`config.mk`:
```
export PLATFORM = sky130hd
export DESIGN_NAME = phy_window_bridge
export DESIGN_NICKNAME = d
export VERILOG_FILES = /design/src/rtl/phy_bridge_pkg.sv /design/src/rtl/pb_addr_decode.sv /design/src/rtl/pb_host_regs.sv /design/src/rtl/pb_req_ctrl.sv /design/src/rtl/phy_window_bridge.sv
export SDC_FILE = /design/constraint.sdc
export NUM_CORES = 1
export LEC_CHECK = 0
export ABC_AREA = 0
export ABC_CLOCK_PERIOD_IN_PS = 1900
export BUFFER_PORTS_ARGS = -buffer_cell sky130_fd_sc_hd__buf_2
export CAP_MARGIN = 0
export CORE_ASPECT_RATIO = 0.6
export CORE_MARGIN = 2
export CORE_UTILIZATION = 29
export CTS_BUF_LIST = sky130_fd_sc_hd__clkbuf_4 sky130_fd_sc_hd__clkbuf_8
export CTS_CLUSTER_SIZE = 40
export DETAILED_ROUTE_END_ITERATION = 8
export PLACE_DENSITY = 0.58
export SYNTH_ARGS = -nofsm -noshare
export SYNTH_HDL_FRONTEND = slang
export SYNTH_SLANG_ARGS = --single-unit
```
`constraint.sdc`:
```
create_clock -name clk_i -period 1.9 [get_ports clk_i]
set_clock_uncertainty 0.1 [all_clocks]
set_input_delay 0.095 -clock clk_i [delete_from_list [all_inputs] [get_ports clk_i]]
set_output_delay 0.095 -clock clk_i [all_outputs]
set_load 0.02 [all_outputs]
```
`src/rtl/phy_bridge_pkg.sv`:
```
package phy_bridge_pkg;
  typedef enum logic {
    OP_WRITE = 1'b0,
    OP_READ  = 1'b1
  } phy_op_e;

  // status bit positions in the control register readback
  localparam int unsigned ST_OP   = 0;
  localparam int unsigned ST_BUSY = 1;
  localparam int unsigned ST_ERR  = 2;
  localparam int unsigned ST_W    = 3;
endpackage

```
`src/rtl/pb_addr_decode.sv`:
```
module pb_addr_decode #(
  parameter int unsigned NUM_PHY = 5,
  parameter int unsigned SEL_W   = 6,
  parameter int unsigned PAGE_W  = 3,
  parameter int unsigned REG_W   = 5
) (
  input  logic [SEL_W-1:0]   sel_field_i,
  input  logic [PAGE_W-1:0]  page_field_i,
  input  logic [REG_W-1:0]   reg_field_i,
  output logic [NUM_PHY-1:0] phy_sel_o,
  output logic [PAGE_W-1:0]  page_o,
  output logic [REG_W-1:0]   reg_o,
  output logic               sel_ok_o
);
  localparam int unsigned CNT_W = $clog2(NUM_PHY + 1);

  logic             high_set;
  logic [CNT_W-1:0] ones;

  generate
    if (SEL_W > NUM_PHY) begin : g_high
      assign high_set = |sel_field_i[SEL_W-1:NUM_PHY];
    end else begin : g_nohigh
      assign high_set = 1'b0;
    end
  endgenerate

  always_comb begin
    ones = '0;
    for (int i = 0; i < NUM_PHY; i++) ones = ones + CNT_W'(sel_field_i[i]);
  end

  assign phy_sel_o = sel_field_i[NUM_PHY-1:0];
  assign page_o    = page_field_i;
  assign reg_o     = reg_field_i;
  assign sel_ok_o  = !high_set && (ones == CNT_W'(1));
endmodule

```
`src/rtl/pb_host_regs.sv`:
```
module pb_host_regs
  import phy_bridge_pkg::*;
#(
  parameter int unsigned       DW        = 16,
  parameter int unsigned       AW        = 16,
  parameter logic [AW-1:0]     CTRL_ADDR = 16'h8028,
  parameter logic [AW-1:0]     DATA_ADDR = 16'h8029
) (
  input  logic          clk_i,
  input  logic          rst_ni,
  input  logic          bus_wr_i,
  input  logic [AW-1:0] bus_addr_i,
  input  logic          op_bit_i,
  input  logic          busy_i,
  input  logic          err_i,
  input  logic          rd_done_i,
  input  logic [DW-1:0] rd_value_i,
  output phy_op_e       op_o,
  output logic [DW-1:0] data_o,
  output logic [DW-1:0] rdata_o,
  output logic          is_reg_o
);
  logic hit_ctrl, hit_data;

  assign hit_ctrl = (bus_addr_i == CTRL_ADDR);
  assign hit_data = (bus_addr_i == DATA_ADDR);
  assign is_reg_o = hit_ctrl || hit_data;

  always_ff @(posedge clk_i or negedge rst_ni) begin
    if (!rst_ni) op_o <= OP_WRITE;
    else if (bus_wr_i && hit_ctrl) op_o <= phy_op_e'(op_bit_i);
  end

  always_ff @(posedge clk_i or negedge rst_ni) begin
    if (!rst_ni) data_o <= '0;
    else if (rd_done_i) data_o <= rd_value_i;
  end

  always_comb begin
    rdata_o = '0;
    if (hit_ctrl) begin
      rdata_o[ST_OP]   = (op_o == OP_READ);
      rdata_o[ST_BUSY] = busy_i;
      rdata_o[ST_ERR]  = err_i;
    end else if (hit_data) begin
      rdata_o = data_o;
    end
  end
endmodule

```
`src/rtl/pb_req_ctrl.sv`:
```
module pb_req_ctrl
  import phy_bridge_pkg::*;
#(
  parameter int unsigned DW      = 16,
  parameter int unsigned NUM_PHY = 5,
  parameter int unsigned PAGE_W  = 3,
  parameter int unsigned REG_W   = 5
) (
  input  logic               clk_i,
  input  logic               rst_ni,
  input  logic               trig_i,
  input  logic               sel_ok_i,
  input  logic [NUM_PHY-1:0] sel_i,
  input  logic [PAGE_W-1:0]  page_i,
  input  logic [REG_W-1:0]   reg_i,
  input  phy_op_e            op_i,
  input  logic [DW-1:0]      wdata_i,
  input  logic               ack_i,
  output logic               req_o,
  output logic [NUM_PHY-1:0] sel_o,
  output logic [PAGE_W-1:0]  page_o,
  output logic [REG_W-1:0]   reg_o,
  output logic               wr_en_o,
  output logic [DW-1:0]      wr_data_o,
  output logic               busy_o,
  output logic               err_o,
  output logic               rd_done_o
);
  logic accept;

  assign accept    = trig_i && !busy_o;
  assign rd_done_o = busy_o && ack_i && !wr_en_o;

  always_ff @(posedge clk_i or negedge rst_ni) begin
    if (!rst_ni) begin
      req_o     <= 1'b0;
      busy_o    <= 1'b0;
      err_o     <= 1'b0;
      sel_o     <= '0;
      page_o    <= '0;
      reg_o     <= '0;
      wr_en_o   <= 1'b0;
      wr_data_o <= '0;
    end else begin
      req_o <= 1'b0;
      if (busy_o && ack_i) busy_o <= 1'b0;
      if (accept) begin
        if (sel_ok_i) begin
          req_o     <= 1'b1;
          busy_o    <= 1'b1;
          err_o     <= 1'b0;
          sel_o     <= sel_i;
          page_o    <= page_i;
          reg_o     <= reg_i;
          wr_en_o   <= (op_i == OP_WRITE);
          wr_data_o <= (op_i == OP_WRITE) ? wdata_i : '0;
        end else begin
          err_o <= 1'b1;
        end
      end
    end
  end
endmodule

```
`src/rtl/phy_window_bridge.sv`:
```
module phy_window_bridge
  import phy_bridge_pkg::*;
#(
  parameter int unsigned   DW        = 16,
  parameter int unsigned   AW        = 16,
  parameter int unsigned   NUM_PHY   = 5,
  parameter int unsigned   SEL_LSB   = 9,
  parameter int unsigned   PAGE_W    = 3,
  parameter int unsigned   REG_W     = 5,
  parameter logic [AW-1:0] CTRL_ADDR = 16'h8028,
  parameter logic [AW-1:0] DATA_ADDR = 16'h8029
) (
  input  logic               clk_i,
  input  logic               rst_ni,
  input  logic               bus_wr_i,
  input  logic [AW-1:0]      bus_addr_i,
  input  logic [DW-1:0]      bus_wdata_i,
  output logic [DW-1:0]      bus_rdata_o,
  output logic               phy_req_o,
  output logic [NUM_PHY-1:0] phy_sel_o,
  output logic [PAGE_W-1:0]  phy_page_o,
  output logic [REG_W-1:0]   phy_reg_o,
  output logic               phy_wr_en_o,
  output logic [DW-1:0]      phy_wr_data_o,
  input  logic               phy_ack_i,
  input  logic [DW-1:0]      phy_rdata_i
);
  localparam int unsigned TRIG_BIT = AW - 1;
  localparam int unsigned SEL_W    = TRIG_BIT - SEL_LSB;
  localparam int unsigned PAGE_LSB = REG_W;

  phy_op_e               op_q;
  logic [DW-1:0]         data_q;
  logic                  busy_q, err_q, rd_done, is_reg, trig, sel_ok;
  logic [NUM_PHY-1:0]    dec_sel;
  logic [PAGE_W-1:0]     dec_page;
  logic [REG_W-1:0]      dec_reg;

  // register addresses live inside the trigger window and take precedence
  assign trig = bus_wr_i && bus_addr_i[TRIG_BIT] && !is_reg;

  pb_host_regs #(
    .DW(DW), .AW(AW), .CTRL_ADDR(CTRL_ADDR), .DATA_ADDR(DATA_ADDR)
  ) u_regs (
    .clk_i      (clk_i),
    .rst_ni     (rst_ni),
    .bus_wr_i   (bus_wr_i),
    .bus_addr_i (bus_addr_i),
    .op_bit_i   (bus_wdata_i[0]),
    .busy_i     (busy_q),
    .err_i      (err_q),
    .rd_done_i  (rd_done),
    .rd_value_i (phy_rdata_i),
    .op_o       (op_q),
    .data_o     (data_q),
    .rdata_o    (bus_rdata_o),
    .is_reg_o   (is_reg)
  );

  pb_addr_decode #(
    .NUM_PHY(NUM_PHY), .SEL_W(SEL_W), .PAGE_W(PAGE_W), .REG_W(REG_W)
  ) u_dec (
    .sel_field_i  (bus_addr_i[TRIG_BIT-1:SEL_LSB]),
    .page_field_i (bus_addr_i[PAGE_LSB+PAGE_W-1:PAGE_LSB]),
    .reg_field_i  (bus_addr_i[REG_W-1:0]),
    .phy_sel_o    (dec_sel),
    .page_o       (dec_page),
    .reg_o        (dec_reg),
    .sel_ok_o     (sel_ok)
  );

  pb_req_ctrl #(
    .DW(DW), .NUM_PHY(NUM_PHY), .PAGE_W(PAGE_W), .REG_W(REG_W)
  ) u_ctrl (
    .clk_i     (clk_i),
    .rst_ni    (rst_ni),
    .trig_i    (trig),
    .sel_ok_i  (sel_ok),
    .sel_i     (dec_sel),
    .page_i    (dec_page),
    .reg_i     (dec_reg),
    .op_i      (op_q),
    .wdata_i   (bus_wdata_i),
    .ack_i     (phy_ack_i),
    .req_o     (phy_req_o),
    .sel_o     (phy_sel_o),
    .page_o    (phy_page_o),
    .reg_o     (phy_reg_o),
    .wr_en_o   (phy_wr_en_o),
    .wr_data_o (phy_wr_data_o),
    .busy_o    (busy_q),
    .err_o     (err_q),
    .rd_done_o (rd_done)
  );
endmodule

```
==> impl_metrics.tcl, run 1 <==
set metrics [dict create \
    max_slew_margin 0.500 \
    drtIter0Drc 74 \
    min_path_type "input port to flip-flop" \
    syn_to_final_growth_pct 58.9 \
    drv_cap 0 \
    drive_gt1_frac 0.585 \
    start_util 0.305 \
    avgSynthCellArea_um2 13.7 \
    fin_area_um2 3600 \
    timing.rr.end "u_ctrl.reg_o[0]$_DFFE_PN0P_" \
    die_area_um2 8560 \
    fillCellCount 708 \
    tightest_slew_ps 750 \
    synth_fp_nets 222 \
    cts_buffer_depth 2 \
    start_kind "input port" \
    io_buffers 98 \
    grt_pass1_wl_mm 9.18 \
    power.leakage_nw 1.88 \
    postRouteWirelength_mm 5.93 \
    status "complete, but fails checks" \
    cts_root_buffer "clkbuf_8" \
    ios 99 \
    finalCritPeriodShare 1.36 \
    synthTopCellsByCount "50 x dfrtp_1, 42 x mux2_2, 16 x nor2b_1, 13 x and2_1, 11 x inv_1" \
    crit_end "u_ctrl.reg_o[0]$_DFFE_PN0P_" \
    grt_use_total 0.139 \
    crit_required_ps 1990 \
    drc 0 \
    via_per_inst 4.28 \
    ir_worst_vdd_uv 322 \
    yosys_register_bits 50 \
    yosysTopAreaCellShare 0.552 \
    cp_max_fo 19 \
    arrival_ps 2680 \
    end_kind "flip-flop" \
    yosysMostFrequentCell "dfrtp_1" \
    cts_setup_buffers 0 \
    nets 366 \
    clk_pin_slew_ps 110 \
    cts_made_buffers 5 \
    placed_area_um2 3020 \
    grt_max_degree 27 \
    die_x_um 118 \
    violations "negative setup slack" \
    rr_worst_depth 5 \
    power_density_nw_per_um2 994 \
    core_um2 7420 \
    clkSinkCount 50 \
    ys_types 24 \
    finalSetupViolations 33 \
    dp_hpwl_mm 3.91 \
    synthesis.area_um2 2270 \
    async_reset_ff_frac 1.00 \
    ctsHtreeMaxLevel 2 \
    drv_slew 0 \
    startpoint "bus_addr_i[10]" \
    die_y_um 72.5 \
    drtPass1Iterations 4 \
    syn_inst 166 \
    yosysWarnings 0 \
    synth_edf_count 0 \
    grt.overflow.total 0 \
    finalHoldViolations 0 \
    ant_nets 0 \
    globalplace.congestion 0.746 \
    ys_seq_area_frac 0.552 \
    grt_pass1_vias 1853 \
    rsz0062_at_grt "yes" \
    post-place-ws_ps -1100 \
    synth_area_leaders "dfrtp_1 55%, mux2_2 21%, nor2b_1 4.4%" \
    rows 24 \
    wl_per_cell_um 14.3 \
    multi_input_area_um2 1010 \
    seq_area_um2 1250 \
    antenna_found_initial 0 \
    worstReg2RegStart "u_ctrl.busy_o$_DFF_PN0_" \
    dr_total_vias 1775 \
    r2r_slack_ps 330 \
    fmax_mhz 387 \
    diodes 0 \
    yosysTopAreaCell "dfrtp_1" \
    clock_latency_ps 310 \
    synth_flop_cell "dfrtp_1" \
    period_needed_ps 2580 \
    cts_tree "built" \
    critical_path_class "input port to flip-flop" \
    setup_ws_ps -682 \
]
[routing by layer]
metal / global-route usage / wire length, µm / vias up
met5: 0 / 0 / -
met4: 0.0281 / 30 / 0
met3: 0.0480 / 389 / 5
met2: 0.205 / 2580 / 64
li1: - / - / 850
met1: 0.198 / 2930 / 856
[flip-flops by register name (all words and copies together) (netlist names)]
signal / flops
u_ctrl.req_o: 1
u_ctrl.reg_o: 5
u_ctrl.wr_data_o: 16
u_ctrl.wr_en_o: 1
u_ctrl.page_o: 3
u_ctrl.busy_o: 1
u_regs.op_o: 1
u_ctrl.err_o: 1
u_ctrl.sel_o: 5
u_regs.data_o: 16
[area by class of cell]
cell class	instances	share of cell area
clock inverters	3	0.0122
clock buffers	5	0.0191
well taps	104	0.0361
repair buffers	143	0.292
multi-input cells	99	0.282
inverters	11	0.0115
flip-flops and latches	50	0.348
[kinds of logic (layout without fill, tap and decap cells)]
logic type,after synthesis,after routing,share of synthesized area
muxes,47,47,0.233
buffers and inverters,17,162,0.0381
AOI/OAI and AO/OA,7,7,0.0282
and+or+nand+nor,41,41,0.120
DFF,50,50,0.552
adders and majority gates,4,4,0.0287
[layout by cell type, fill, tap and decap left out, types with 9 or more instances in the layout]
cell / count
nor2b_1: 16
mux2_2: 41
dlygate4sd3_1: 28
inv_1: 10
buf_2: 79
buf_4: 20
dfrtp_1: 50
buf_6: 10
and2_1: 9
[where the power goes]
part           internal (mW)  switching [mW]
Sequential              1.38           0.153
Combinational          0.590           0.688
Clock                  0.395           0.378
[worst max-delay path, stage by stage]
cell     delay [ps]
buf_8           100
ha_4            250
inv_2            30
fa_1            460
inv_1            40
ha_2            160
fa_1            450
nor4b_2         230
and4_1          270
o21ai_4         100
buf_12          170
mux2_4          300
[per-stage QoR]
stage	util	cells	TNS [ps]	power [mW]	hold WS, ps
after floorplan	-	166	-24660	2.28	-301
final	0.485	415	-20530	3.58	26.4
after global placement	0.407	377	-34340	2.74	42.6
after detailed placement	0.407	377	-35030	2.76	30.0
after CTS	0.466	415	-20030	3.61	9.79
after global routing	0.485	415	-25010	3.79	24.6
[how the worst min path moves through the flow]
stage                          from                               end  cells past startpoint
floorplan                    rst_ni           u_ctrl.busy_o$_DFF_PN0_                      0
global placement             rst_ni            u_ctrl.req_o$_DFF_PN0_                      1
detailed placement           rst_ni   u_ctrl.wr_data_o[1]$_DFFE_PN0P_                      1
CTS                   bus_addr_i[9]       u_ctrl.sel_o[0]$_DFFE_PN0P_                      3
global route         bus_addr_i[11]       u_ctrl.sel_o[2]$_DFFE_PN0P_                      3
finish              bus_wdata_i[10]  u_ctrl.wr_data_o[10]$_DFFE_PN0P_                      3
[what timing repair did]
item / 4_1_cts / 5_1_grt
hold buffers: 29 / 0
gates resized for setup: 6 / 36
endpoints found under the hold margin: 52 / 0
pin swaps: 2 / 3
setup endpoints to repair: 33 / 49
cloned: 1 / 1
No activity file was read; power rests on OpenSTA's default activity.
==> run 2, diff against run 1 <==
Settings changed: CORE_MARGIN 2 to 5.
==> run 2 against run 1 <==
The flow still finishes with violations (negative setup slack). Clock-buffer cell count stayed put. Worst setup slack lost 11 ps. First-iteration DRC count is 36% lower. Non-clock buffer count increased by 4. Sequential share of layout area decreased by 0.80 points. Core utilization shrank 0.84 points. Largest power group unchanged. Combinational power about the same. Register-to-register slack got worse by 30 ps.
==> impl_metrics.tcl, run 2 (synthesis gave the netlist of run 1 again) <==
set metrics [dict create \
    critPathTopFamily "adder cells" \
    netSwitchingPower_mw 1.21 \
    diodes 0 \
    setup_ws_ps -693 \
    fin_util 0.477 \
    crit_buf_inv 4 \
    arrival_ps 2680 \
    start_kind "input port" \
    dr_total_vias 1801 \
    seqPwrFrac 0.429 \
    crit_chain "buf_6, ha_4, inv_2, fa_1, inv_1, ha_2, fa_1, nor4b_2, and4_1, o21ai_4, buf_12, mux2_4" \
    tightest_slew_ps 735 \
    fin_area_um2 3680 \
    grt_pass1_wl_mm 9.52 \
    critical_path_class "input port to flip-flop" \
    fillCellCount 726 \
    biggestRegsByFlops "u_ctrl.wr_data_o (16), u_regs.data_o (16)" \
    postRouteWirelength_mm 6.19 \
    fmax_mhz 386 \
    dp_hpwl_mm 4.20 \
    syn_to_final_growth_pct 62.6 \
    finalCritPeriodShare 1.36 \
    status "complete, but fails checks" \
    start_util 0.293 \
    drive_gt1_frac 0.610 \
    globalplace.congestion 0.717 \
    die_y_um 78.5 \
    ant_nets 0 \
    cts_tree "built" \
    final.setup.tns_ps -21020 \
    power_density_nw_per_um2 970 \
    grt.overflow.total 0 \
    cp_max_fo 11 \
    finalSetupViolations 33 \
    clk_pin_slew_ps 90 \
    p_comb_frac 0.362 \
    cts_buffer_depth 2 \
    grt_use_total 0.127 \
    antenna_found_initial 0 \
    hold_depth 3 \
    die_area_um2 9740 \
    grt_pass1_vias 1939 \
    rows 25 \
    power.leakage_nw 1.91 \
    final_cell_mix "81 x buf_2, 50 x dfrtp_1, 41 x mux2_2" \
    path_depth 12 \
    crit_required_ps 1990 \
    rr_worst_depth 5 \
    finalHoldViolations 0 \
    drv_cap 0 \
    multi_input_area_um2 1040 \
    finalNonFillerCells 423 \
    max_slew_margin 0.510 \
    core_um2 7730 \
    clock_latency_ps 310 \
    period_needed_ps 2590 \
    r2r_slack_ps 300 \
    clock_power_share 0.209 \
    seq_area_um2 1250 \
    clkSinkCount 50 \
    ctsHtreeMaxLevel 2 \
    cts_made_buffers 5 \
    drtPass1Iterations 4 \
    critPathMaxStageDelay_ps 470 \
    cts_root_buffer "clkbuf_8" \
    drc 0 \
    io_buffers 98 \
    drv_slew 0 \
    rsz0062_at_grt "yes" \
    nets 370 \
    die_x_um 124 \
    violations "negative setup slack" \
    min_path_type "input port to flip-flop" \
    wl_per_cell_um 14.6 \
    ios 99 \
    placed_cells 381 \
    via_per_inst 4.26 \
    slowest_stage "fa_1" \
    grt_max_degree 31 \
    final_common_cell "buf_2" \
    p_int_mw 2.36 \
    crit_top_cell "fa_1" \
    switching_share 0.339 \
    end_kind "flip-flop" \
    drtIter0Drc 47 \
    placed_area_um2 3040 \
    ir_worst_vdd_uv 469 \
]
-- run 2: cell types whose count changed in the layout (fill, tap and decap cells not counted), moves of 2 or more --
cell	delta
buf_2	+2
and2_1	-6
buf_4	-5
and2_4	+6
dlygate4sd3_1	+2
buf_6	+5
-- run 2: worst min-delay path, cell delays in order --
cell and delay, ps:
buf_2 130, o2111ai_1 110, a21boi_1 70
-- run 2: path summary, 6_finish.rpt --
kind                                                      start                               to
min in group asynchronous                                rst_ni     u_regs.data_o[3]$_DFFE_PN0P_
worst max register to register          u_ctrl.busy_o$_DFF_PN0_  u_ctrl.wr_data_o[2]$_DFFE_PN0P_
worst min-delay path                             bus_addr_i[15]         u_ctrl.err_o$_DFFE_PN0P_
worst max-delay path                             bus_addr_i[10]  u_ctrl.wr_data_o[2]$_DFFE_PN0P_
max in group asynchronous                                rst_ni  u_ctrl.wr_data_o[2]$_DFFE_PN0P_
worst min register to register  u_ctrl.wr_data_o[9]$_DFFE_PN0P_  u_ctrl.wr_data_o[9]$_DFFE_PN0P_
-- run 2: layout make-up --
cell class / instances / area share
inverters: 11 / 0.0112
clock inverters: 3 / 0.0109
clock buffers: 5 / 0.0187
flip-flops and latches: 50 / 0.340
multi-input cells: 99 / 0.283
repair buffers: 147 / 0.301
well taps: 108 / 0.0367
-- run 2: repair_timing --
| action | 4_1_cts | 5_1_grt |
|---|---|---|
| cloned | 0 | 1 |
| endpoints found under the hold margin | 49 | 0 |
| resized for setup | 9 | 44 |
| pin swaps | 1 | 11 |
| setup buffers | 1 | 2 |
| setup endpoints to repair | 33 | 49 |
| hold buffers | 30 | 0 |
-- run 2: through the flow --
step	total power [mW]	hold slack, ps	setup slack, ps
3_5_place_dp	2.78	3.55	-1100
5_1_grt	3.79	26.7	-765
4_1_cts	3.62	3.64	-705
3_3_place_gp	2.75	4.24	-1030
2_1_floorplan	2.28	-301	-808
6_report	3.57	32.2	-693
-- run 2: layer usage --
layer  vias up  track usage  routed length (µm)
met1       870        0.165                2720
met2        57        0.201                2880
met3         7       0.0490                 536
met4         0       0.0295                  53
li1        867            -                   -
met5         -            0                   0
-- run 2: power groups by stage --
stage                     Combinational, mW  Sequential [mW]  Clock, mW
after floorplan                       0.350             1.93          0
after global placement                 1.21             1.54          0
after detailed placement               1.24             1.55          0
after CTS                              1.30             1.53      0.785
after global routing                   1.39             1.57      0.830
final                                  1.29             1.53      0.748
==> run 3, diff against run 2 <==
Settings changed: CELL_PAD_IN_SITES_DETAIL_PLACEMENT set to 0, CELL_PAD_IN_SITES_GLOBAL_PLACEMENT set to 1, PLACE_DENSITY 0.58 to 0.71.
==> run 3 against run 2 <==
The run still ends with negative setup slack left. Worst setup slack improved by 24 ps. Power down 3.0%. Core utilization down 0.52 points. Critical path type unchanged. Global-route usage is 0.069 points lower. Die area is the same. Fmax up 0.94%. First-iteration DRC count up 34%. Critical endpoint unchanged. Combinational power is essentially flat. Via count stayed put. Sequential share of layout area increased by 0.37 points. Sequential cell count did not move. Design area fell by 1.1%.
==> impl_metrics.tcl, run 3 (synthesis gave the netlist of run 1 again) <==
set metrics [dict create \
    ios 99 \
    post-place-ws_ps -1080 \
    ctsHtreeMaxLevel 2 \
    slowest_stage "fa_1" \
    drc 0 \
    grt.overflow.total 0 \
    antenna_found_initial 0 \
    tightest_slew_ps 675 \
    drv_slew 0 \
    dp_hpwl_mm 4.23 \
    timing.rr.end "u_ctrl.wr_data_o[3]$_DFFE_PN0P_" \
    r2r_slack_ps 330 \
    grt_pass1_wl_mm 9.67 \
    finalCritPeriodShare 1.35 \
    placed_area_um2 3030 \
    max_slew_margin 0.550 \
    drv_cap 0 \
    min_to "u_ctrl.wr_data_o[13]$_DFFE_PN0P_" \
    ir_worst_vdd_uv 538 \
    ant_nets 0 \
    fin_hold_ws_ps 38.0 \
    dr_total_vias 1801 \
    via_per_inst 4.27 \
    critPathTopFamily "adder cells" \
    fin_area_um2 3640 \
    fmax_mhz 389 \
    final_common_cell "buf_2" \
    start_kind "input port" \
    finalSetupViolations 33 \
    hp-start "bus_wdata_i[13]" \
    grt_use_total 0.127 \
    crit_top_cell "fa_1" \
    cts_root_buffer "clkbuf_8" \
    violations "negative setup slack" \
    grt_max_degree 27 \
    nets 369 \
    clk_pin_slew_ps 90 \
    rr_worst_depth 5 \
    p_total_mw 3.47 \
    min_path_type "input port to flip-flop" \
    critPathMaxStageDelay_ps 470 \
    final_cell_mix "82 x buf_2, 50 x dfrtp_1, 42 x mux2_2" \
    fillCellCount 737 \
    wl_per_cell_um 14.0 \
    rsz0062_at_grt "yes" \
    power_density_nw_per_um2 951 \
    power.leakage_nw 1.89 \
    clkSinkCount 50 \
    globalplace.congestion 0.729 \
    syn_to_final_growth_pct 60.9 \
    io_buffers 98 \
    cp_max_fo 23 \
    die_x_um 124 \
    finalHoldViolations 0 \
    arrival_ps 2660 \
    rows 25 \
    setup_ws_ps -668 \
    crit_chain "buf_8, ha_4, inv_2, fa_1, inv_1, ha_2, fa_1, nor4b_2, and4_1, o21ai_4, buf_12, mux2_4" \
    clock_latency_ps 300 \
    die_y_um 78.5 \
    core_um2 7730 \
    cts_made_buffers 5 \
    worstReg2RegStart "u_ctrl.busy_o$_DFF_PN0_" \
    crit_required_ps 1990 \
    period_needed_ps 2570 \
    postRouteWirelength_mm 5.93 \
    biggestRegsByFlops "u_ctrl.wr_data_o (16), u_regs.data_o (16)" \
    crit_buf_inv 4 \
    status "complete, but fails checks" \
    end_kind "flip-flop" \
    critical_path_class "input port to flip-flop" \
    diodes 0 \
    start_util 0.293 \
    cts_tree "built" \
    drtIter0Drc 63 \
    die_area_um2 9740 \
    grt_pass1_vias 1999 \
    cts_buffer_depth 2 \
    hold_depth 3 \
    drtPass1Iterations 4 \
    multi_input_area_um2 1030 \
    seq_area_um2 1250 \
    drive_gt1_frac 0.608 \
]
[run 3: changes by cell type in the layout (fill, tap and decap cells not counted), moves of 2 or more]
cell    before  now
buf_4       15   13
and2_4      10    8
and2_1       3    5
buf_6       15   17
[run 3: report_power, final]
part | switching, mW | internal (mW) | leakage, nW | total [mW]
sequential | 0.158 | 1.38 | 0.646 | 1.53
clock | 0.340 | 0.309 | 0.0517 | 0.649
combinational | 0.698 | 0.587 | 1.19 | 1.28
[run 3: area by class of cell]
type | count | area share
clock inverter | 1 | 0.00137
multi-input combinational | 99 | 0.283
sequential | 50 | 0.343
timing repair buffer | 146 | 0.299
inverter | 11 | 0.0113
tap | 108 | 0.0371
clock buffer | 7 | 0.0247
[run 3: metrics by stage]
| stage | setup TNS (ps) | utilization | cells |
|---|---|---|---|
| floorplan | -24660 | - | 166 |
| global placement | -31880 | 0.392 | 381 |
| detailed placement | -34530 | 0.392 | 381 |
| CTS | -21180 | 0.450 | 421 |
| global route | -22990 | 0.472 | 422 |
| finish | -20470 | 0.472 | 422 |
[run 3: routing by layer]
| layer | global-route usage | share of wire | wire length (µm) |
|---|---|---|---|
| met1 | 0.162 | 0.46 | 2710 |
| met4 | 0.0393 | 0.011 | 66 |
| met5 | 0 | 0 | 0 |
| met3 | 0.0446 | 0.073 | 435 |
| met2 | 0.200 | 0.46 | 2720 |
[run 3: worst reg2reg max path: cells and delay by family, from the launching register on]
kind	cells	cell delay, ps
AOI/OAI and AO/OA	1	100
buffers and inverters	2	310
DFF	1	390
muxes	1	360
and+or+nand+nor	1	210
[run 3: what timing repair did]
item | 4_1_cts | 5_1_grt
gates cloned | 0 | 1
pin swaps | 2 | 9
resized for setup | 10 | 40
hold buffers | 29 | 0
endpoints found under the setup margin | 49 | 49
endpoints found under the hold margin | 53 | 0
setup buffers | 3 | 2
[run 3: worst max path at each step]
stage	startpoint	end	cells after the start
after floorplan	bus_addr_i[10]	u_ctrl.sel_o[0]$_DFFE_PN0P_	11
after global placement	bus_addr_i[10]	u_ctrl.wr_data_o[2]$_DFFE_PN0P_	12
final	bus_addr_i[10]	u_ctrl.wr_data_o[2]$_DFFE_PN0P_	12
after global routing	bus_addr_i[10]	u_ctrl.wr_data_o[2]$_DFFE_PN0P_	12
after detailed placement	bus_addr_i[10]	u_ctrl.wr_data_o[2]$_DFFE_PN0P_	12
after CTS	bus_addr_i[10]	u_ctrl.wr_data_o[2]$_DFFE_PN0P_	12
